[src/rtl/sgpio_led_pkg.sv]
package sgpio_led_pkg;

    typedef enum logic [2:0] {
        ST_IDLE,
        ST_PRE,
        ST_LOAD,
        ST_SHIFT,
        ST_POST,
        ST_TAIL
    } frame_st_e;

    // {fault, locate, activity} from an LED message
    function automatic logic [2:0] led_decode(input logic [31:0] msg);
        return {msg[22], msg[19], msg[20] | msg[21]};
    endfunction

endpackage

[src/rtl/sgpio_led_pattern.sv]
module sgpio_led_pattern #(
    parameter int N_PORTS = 8,
    parameter int SLOT_W  = 3,
    parameter int PORT_W  = 3
) (
    input  logic                        clk,
    input  logic                        rst_n,
    input  logic                        wr_en,
    input  logic [PORT_W-1:0]           wr_port,
    input  logic [2:0]                  wr_bits,
    input  logic [N_PORTS*SLOT_W-1:0]   slot_map,
    output logic [3*N_PORTS-1:0]        pattern
);

    logic [SLOT_W-1:0] wr_slot;
    logic [2:0]        slot_q [N_PORTS];

    assign wr_slot = slot_map[wr_port*SLOT_W +: SLOT_W];

    for (genvar s = 0; s < N_PORTS; s++) begin : g_slot
        always_ff @(posedge clk or negedge rst_n) begin
            if (!rst_n) begin
                slot_q[s] <= '0;
            end else if (wr_en && (wr_slot == SLOT_W'(s))) begin
                slot_q[s] <= wr_bits;
            end
        end
        assign pattern[3*s +: 3] = slot_q[s];
    end

endmodule

[src/rtl/sgpio_half_timer.sv]
module sgpio_half_timer #(
    parameter int HALF_CYC = 4
) (
    input  logic clk,
    input  logic rst_n,
    input  logic run,
    output logic half_done
);

    localparam int CW = (HALF_CYC > 1) ? $clog2(HALF_CYC) : 1;

    logic [CW-1:0] cnt;

    always_ff @(posedge clk or negedge rst_n) begin
        if (!rst_n) begin
            cnt <= '0;
        end else if (!run || cnt == CW'(HALF_CYC - 1)) begin
            cnt <= '0;
        end else begin
            cnt <= cnt + 1'b1;
        end
    end

    assign half_done = run && (cnt == CW'(HALF_CYC - 1));

endmodule

[src/rtl/sgpio_led_shifter.sv]
module sgpio_led_shifter
    import sgpio_led_pkg::*;
#(
    parameter int N_PORTS    = 8,
    parameter int HALF_CYC   = 4,
    parameter int MSG_SLOTS  = 15,
    parameter int CLKCNT_W   = 8,
    localparam int PORT_W    = (N_PORTS > 1) ? $clog2(N_PORTS) : 1,
    localparam int SLOT_W    = PORT_W
) (
    input  logic                        clk,
    input  logic                        rst_n,
    input  logic                        req_valid,
    input  logic [PORT_W-1:0]           req_port,
    input  logic [31:0]                 req_msg,
    output logic                        req_ready,
    output logic                        req_err,
    input  logic [CLKCNT_W-1:0]         cfg_pre,
    input  logic [CLKCNT_W-1:0]         cfg_post,
    input  logic [PORT_W:0]             cfg_nports,
    input  logic [N_PORTS*SLOT_W-1:0]   cfg_slot_map,
    output logic                        sg_clk,
    output logic                        sg_load,
    output logic                        sg_data
);

    localparam int PB    = 3 * N_PORTS;
    localparam int IDX_W = $clog2(PB + 1);
    localparam int IW    = (CLKCNT_W > IDX_W) ? CLKCNT_W : IDX_W;

    frame_st_e          st, st_nx;
    logic               ph, ph_nx;
    logic [IW-1:0]      idx, idx_nx;
    logic               half_done;
    logic               bad_slot, accept, err_q;
    logic [PB-1:0]      pattern;
    logic [IW-1:0]      pre_last, post_last, bits_last;
    logic               shift_bit, tail_bit;

    assign bad_slot  = req_msg[15:8] >= 8'(MSG_SLOTS);
    assign accept    = (st == ST_IDLE) && req_valid && !bad_slot;
    assign req_ready = (st == ST_IDLE);
    assign req_err   = err_q;

    assign pre_last  = IW'(cfg_pre) - IW'(1);
    assign post_last = IW'(cfg_post) - IW'(1);
    assign bits_last = IW'(3 * int'(cfg_nports)) - IW'(1);

    sgpio_led_pattern #(
        .N_PORTS (N_PORTS),
        .SLOT_W  (SLOT_W),
        .PORT_W  (PORT_W)
    ) u_pattern (
        .clk      (clk),
        .rst_n    (rst_n),
        .wr_en    (accept),
        .wr_port  (req_port),
        .wr_bits  (led_decode(req_msg)),
        .slot_map (cfg_slot_map),
        .pattern  (pattern)
    );

    sgpio_half_timer #(
        .HALF_CYC (HALF_CYC)
    ) u_timer (
        .clk       (clk),
        .rst_n     (rst_n),
        .run       (st != ST_IDLE),
        .half_done (half_done)
    );

    // State register
    always_ff @(posedge clk or negedge rst_n) begin
        if (!rst_n) begin
            st    <= ST_IDLE;
            ph    <= 1'b0;
            idx   <= '0;
            err_q <= 1'b0;
        end else begin
            st    <= st_nx;
            ph    <= ph_nx;
            idx   <= idx_nx;
            err_q <= (st == ST_IDLE) && req_valid && bad_slot;
        end
    end

    // Next-state logic
    always_comb begin
        st_nx  = st;
        ph_nx  = ph;
        idx_nx = idx;
        unique case (st)
            ST_IDLE: begin
                if (accept) begin
                    st_nx  = (cfg_pre == '0) ? ST_LOAD : ST_PRE;
                    ph_nx  = 1'b0;
                    idx_nx = '0;
                end
            end
            ST_TAIL: begin
                if (half_done) st_nx = ST_IDLE;
            end
            default: begin
                if (half_done) begin
                    if (!ph) begin
                        ph_nx = 1'b1;
                    end else begin
                        ph_nx  = 1'b0;
                        idx_nx = idx + IW'(1);
                        case (st)
                            ST_PRE: begin
                                if (idx == pre_last) begin
                                    st_nx  = ST_LOAD;
                                    idx_nx = '0;
                                end
                            end
                            ST_LOAD: begin
                                st_nx  = ST_SHIFT;
                                idx_nx = '0;
                            end
                            ST_SHIFT: begin
                                if (idx == bits_last) begin
                                    st_nx  = (cfg_post == '0) ? ST_TAIL : ST_POST;
                                    idx_nx = '0;
                                end
                            end
                            ST_POST: begin
                                if (idx == post_last) st_nx = ST_TAIL;
                            end
                            default: ;
                        endcase
                    end
                end
            end
        endcase
    end

    assign shift_bit = (idx < IW'(PB)) ? pattern[idx[IDX_W-1:0]] : 1'b0;
    assign tail_bit  = (cfg_post != '0) ? 1'b1
                     : ((bits_last < IW'(PB)) ? pattern[bits_last[IDX_W-1:0]] : 1'b0);

    // Output logic
    always_comb begin
        sg_clk  = 1'b1;
        sg_load = 1'b1;
        sg_data = 1'b1;
        unique case (st)
            ST_IDLE: ;
            ST_PRE, ST_POST: begin
                sg_clk  = ph;
                sg_load = 1'b0;
            end
            ST_LOAD: begin
                sg_clk  = ph;
            end
            ST_SHIFT: begin
                sg_clk  = ph;
                sg_load = 1'b0;
                sg_data = shift_bit;
            end
            ST_TAIL: begin
                sg_clk  = 1'b0;
                sg_load = 1'b0;
                sg_data = tail_bit;
            end
            default: ;
        endcase
    end

endmodule

[config.mk]
export PLATFORM = sky130hd
export DESIGN_NAME = sgpio_led_shifter
export DESIGN_NICKNAME = d
export VERILOG_FILES = /design/src/rtl/sgpio_led_pkg.sv /design/src/rtl/sgpio_led_pattern.sv /design/src/rtl/sgpio_half_timer.sv /design/src/rtl/sgpio_led_shifter.sv
export SDC_FILE = /design/constraint.sdc
export NUM_CORES = 1
export LEC_CHECK = 0
export BUFFER_PORTS_ARGS = -buffer_cell sky130_fd_sc_hd__buf_2
export CAP_MARGIN = 20
export CORE_ASPECT_RATIO = 0.6
export CORE_UTILIZATION = 50
export CTS_CLUSTER_SIZE = 40
export DETAILED_ROUTE_END_ITERATION = 8
export HOLD_SLACK_MARGIN = 0.12
export PLACE_DENSITY = 0.77
export RECOVER_POWER = 100
export SETUP_SLACK_MARGIN = 0.2
export SLEW_MARGIN = 20
export SYNTH_ARGS = -nofsm -noshare
export SYNTH_HDL_FRONTEND = slang
export SYNTH_SLANG_ARGS = --single-unit
[constraint.sdc]
create_clock -name clk -period 3.3 [get_ports clk]
set_input_delay 0.165 -clock clk [delete_from_list [all_inputs] [get_ports clk]]
set_output_delay 0.165 -clock clk [all_outputs]
set_load 0.02 [all_outputs]
Word level (Yosys, flattened, before mapping)
Index checks and enable logic that the tools add are counted. Widths: inputs -> output; s select.

$add $sub $neg: 5. Multipliers: 2. Magnitude comparators: 5. Equality and inequality tests: 21. Shift-type cells: 1. Muxes and demuxes: 33. Bitwise operators: 2. Reduce and logical (&&, ||, !) cells: 30.

Operators with widths (number): $mux 8 (5); $eq 8x8->1 (3); $pmux 8 s3 (1); $shiftx 24x6->3 (1); $mux 3 (7); $eq 3x3->1 const B (6); $logic_not 8->1 (2); $lt 8x5->1 const B (2); $pmux 8 s2 (1); $sub 8x1->8 const B (2); $eq 3x2->1 const B (4); $logic_and 1x1->1 (12); $lt 5x6->1 const B (2); $ne 4x4->1 const B (3); $pmux 3 s4 (1); $bmux 1 s5 (2); $mux 1 (10); $add 8x1->8 const B (1); $ge 8x4->1 const B (1); $reduce_and 8->1 (1); $reduce_bool 8->1 (1); $reduce_or 4->1 (2); $sub 6x1->7 const B (1); $eq 3x1->1 const B (2); 19 further kinds (26).

Register bits after elaboration: 39. Input port bits: 82. Output and inout port bits: 5. Word-level logic and storage cells: 112.

Logic depth before layout (Yosys ltp)
Depth in word-level cells: 8. Depth in mapped cells: 11. Depth with buffers taken out: 10.

Hierarchy
Synthesis repeated with hierarchy kept, for this count alone.

Cells, all modules: 361. Area, all modules: 3696.0 um^2.

Modules (own cells, without submodules): sgpio_led_shifter (times used 1, cells each 272, area an instance 2299.7 um^2, seq. area each 325.3 um^2); sgpio_led_pattern (times used 1, cells each 83, area an instance 1305.0 um^2, seq. area each 600.6 um^2); sgpio_half_timer (times used 1, cells each 6, area an instance 91.3 um^2, seq. area each 50.0 um^2).

Worst setup path before layout
Ideal clock, no wire load.

Path type: input -> register. From: input cfg_nports[2]. To: register st[0]. Setup time: 150 ps. Arrival time: 2631 ps. Required time: 3150 ps. Slack: 519 ps. Stages: 9. Path buffers: 0. Cells stage by stage: inv_1 -> ha_1 -> fa_1 -> and3b_1 -> or4_1 -> a21bo_2 -> a221oi_2 -> a32o_1 -> o311ai_0.

Longest elaborated chain between the ends: 5.

Ends and longest elaborated chain: from (decl) (line sgpio_led_shifter.sv:20) `input logic [PORT_W:0] cfg_nports,`; $mul 2x4->6 (line sgpio_led_shifter.sv:47) `assign bits_last = IW'(3 * int'(cfg_nports)) - IW'(1);`; $sub 6x1->7 (line sgpio_led_shifter.sv:47); $eq 8x8->1 (line sgpio_led_shifter.sv:122) `if (idx == bits_last) begin`; $ne 4x4->1 (no source line); $reduce_and 8->1 (no source line); to (signal assigned) (line sgpio_led_shifter.sv:80) `st <= st_nx;`; to (decl) (line sgpio_led_shifter.sv:31) `frame_st_e st, st_nx;`.

Every way passes these cells. A chain may end at the register's enable or synchronous reset.

Worst setup path after layout
Ends and elaborated chain as after synthesis.

==> impl_metrics.tcl <==
set metrics [dict create \
    status "finished, violations left" \
    failed_checks "capacitance limit, slew limit" \
    post_cts_resized 0 \
    grtUsageMet2_pct 40.4 \
    rsz0062_at_grt "no" \
    ys.flop_type "dfrtp_1" \
    cp-end-kind "register" \
    p_leak_nw 1.87 \
    hold_viol 0 \
    avgSynthCellArea_um2 9.90 \
    grt_pass1_wl_um 14400 \
    yosysWarnings 0 \
    synth.top_cell.area_share_pct 27.9 \
    yosys-top-cells-count "dfrtp_1, nand2_1, mux2_2, o21ai_0, inv_1" \
    grt_util_met1_pct 38.3 \
    cts-root-buf "clkbuf_16" \
    crit_slowest_cell "fa_1" \
    initial_core_util_pct 52.1 \
    design_area_um2 4050 \
    layout.nets 515 \
    dp_hpwl_um 6790 \
    core_area_um2 6710 \
    via_per_inst 6.13 \
    cts.sinks 39 \
    area_growth_pct 15.9 \
    slew_headroom_pct -39.8 \
    crit_family "compound AO/OA/AOI/OAI gates" \
    cpPeakStageDelay_ps 510 \
    cts_tree "built" \
    synth_area_leaders "dfrtp_1, mux2_2, mux4_2" \
    vias 3097 \
    clockBufferDepth 2 \
    cts_setup_buffers 0 \
    worstSetupPathType "in2reg" \
    finish.utilization_pct 60.4 \
    drive_above_1_share_pct 29.2 \
    drt-wirelength-per-cell_um 17.4 \
    netlist_instances 353 \
    crit_path_max_fanout 9 \
    dieArea_um2 7340 \
    antenna_found_initial 0 \
    die-width_um 110 \
    layout_min_cycle_time_ps 2950 \
    drtPass1Iterations 4 \
    drt-total-wl_um 8760 \
    htree_levels 2 \
    ir_drop_v 0.000251 \
    path_cells "clkbuf_1 > inv_1 > ha_1 > fa_1 > and3b_1 > or4_1 > a21bo_2 > a221oi_2 > a32o_1 > o311ai_0" \
    clock_skew_ps 4.84 \
    synth_area_leader_cell "dfrtp_1" \
    fin_ws_ps 351 \
    setup_viol 0 \
    report.final.slew_viol_count 40 \
    crit_buf_inv 2 \
    fin_crit_sh_pct 89.4 \
    drtIter0Drc 319 \
    final.setup.tns_ps 0 \
    ys_seq_area_share_pct 27.9 \
    tightest_slew_ps 2100 \
    grt.total_usage_pct 26.0 \
    cts_made_buffers 5 \
    ys_async_sr_fraction_pct 100 \
    synthDistinctLibCells 64 \
    dp_slack_ps 146 \
    synth_most_common_cell "dfrtp_1" \
    drcViolationCount 0 \
    rows 23 \
    ys_ff_latch 39 \
    use_met3_pct 4.01 \
    synth-edff-count 0 \
    grt_most_used_layer "met2" \
    grt_pass1_vias 2955 \
    worstSkewPairLatency_ps 280 \
    hold_path.class "in2reg" \
    io_buffers 66 \
    ios 87 \
    grt_max_degree 40 \
    max_freq_ghz 0.339 \
    syn_area_um2 3490 \
    nFillCells 574 \
    synth_nets 450 \
    die_h_um 66.7 \
    place_congestion 0.866 \
    maxCapViolations 1 \
    ant_nets 0 \
    place_area_um2 3920 \
    start_kind "primary input" \
    overflow 0 \
    cts.clk_slew.worst_paths_ps 60 \
    crit_required_ps 3440 \
    arrival_ps 3090 \
    antenna_cells 0 \
    cellPowerDensity_nw_per_um2 356 \
]
[stage by stage]
step           power, W  instances  hold WS, ps
5_1_grt         0.00151        505          205
2_1_floorplan  0.000834        353         -131
4_1_cts         0.00144        505          179
3_5_place_dp   0.000974        496          327
3_3_place_gp   0.000962        496          313
6_report        0.00144        505          175
[cells by family after synthesis]
group,share of synthesized area (%)
and+or+nand+nor,17.0
AOI/OAI and AO/OA,13.6
muxes,24.6
DFF,27.9
buffers and inverters,4.44
xor gates and xnor gates,6.77
adders and majority gates,5.59
[worst reg2reg max path: stages (launching register included)]
cell	delay [ps]
dfrtp_1	370
clkbuf_1	700
inv_1	270
o21ai_0	230
a22o_1	570
o21ai_0	270
a22oi_1	220
o21ai_0	130
[worst paths after layout]
kind                       depth (start not counted)                          endpoint                startpoint  slack [ps]
min in group asynchronous                          2          u_timer.cnt[1]$_DFF_PN0_                     rst_n        1040
min reg2reg                                        1          u_timer.cnt[0]$_DFF_PN0_  u_timer.cnt[0]$_DFF_PN0_         460
min                                                3                 req_err$_DFF_PN0_                req_msg[8]         180
max reg2reg                                        7                idx[4]$_DFFE_PN0P_         st[0]$_DFFE_PN0P_         420
max                                               10                 st[0]$_DFFE_PN0P_             cfg_nports[2]         350
max in group asynchronous                          2  u_pattern.pattern[2]$_DFFE_PN0P_                     rst_n        1050
[power by group]
| part | switching [W] | internal, W | leakage [nW] | total [W] |
|---|---|---|---|---|
| logic | 0.000217 | 0.000200 | 1.30 | 0.000417 |
| registers | 0.0000574 | 0.000497 | 0.496 | 0.000554 |
| clock network | 0.000178 | 0.000295 | 0.0727 | 0.000473 |
[routing by layer]
metal  wire length, µm  up-vias
met2              3860      122
met3               623        8
li1                  -     1455
met4                51        0
met5                 0        -
met1              4230     1512
[state kept, by name (all words and copies together), names as in the netlist]
signal             count
u_pattern.pattern     24
idx                    8
st                     3
u_timer.cnt            2
ph                     1
req_err                1
[what timing repair did]
| item | 4_1_cts | 5_1_grt |
|---|---|---|
| setup endpoints to repair | 0 | 0 |
| hold endpoints to repair | 40 | 0 |
| hold buffers | 2 | 0 |
[cell usage in the layout (no fill, tap or decap), drive strengths merged, types with 9 or more instances in the layout]
cell	Yosys	routed
nand2	28	28
inv	19	19
clkbuf	13	14
nand2b	10	10
o21ai	21	21
xor2	12	12
ha	14	14
buf	6	67
nor3	9	9
mux4	19	19
mux2	29	29
xnor2	15	15
dfrtp	39	39
nor2	18	18
[layout make-up]
class	count	area, µm²	share of cell area, %
clock inverter	1	5.00	0.124
clock buffer	6	139	3.43
timing repair buffer	77	403	9.95
sequential	39	976	24.1
tap	87	109	2.69
multi-input combinational	276	2350	58.0
inverter	19	71.3	1.76
(Power assumes the default switching activity.)
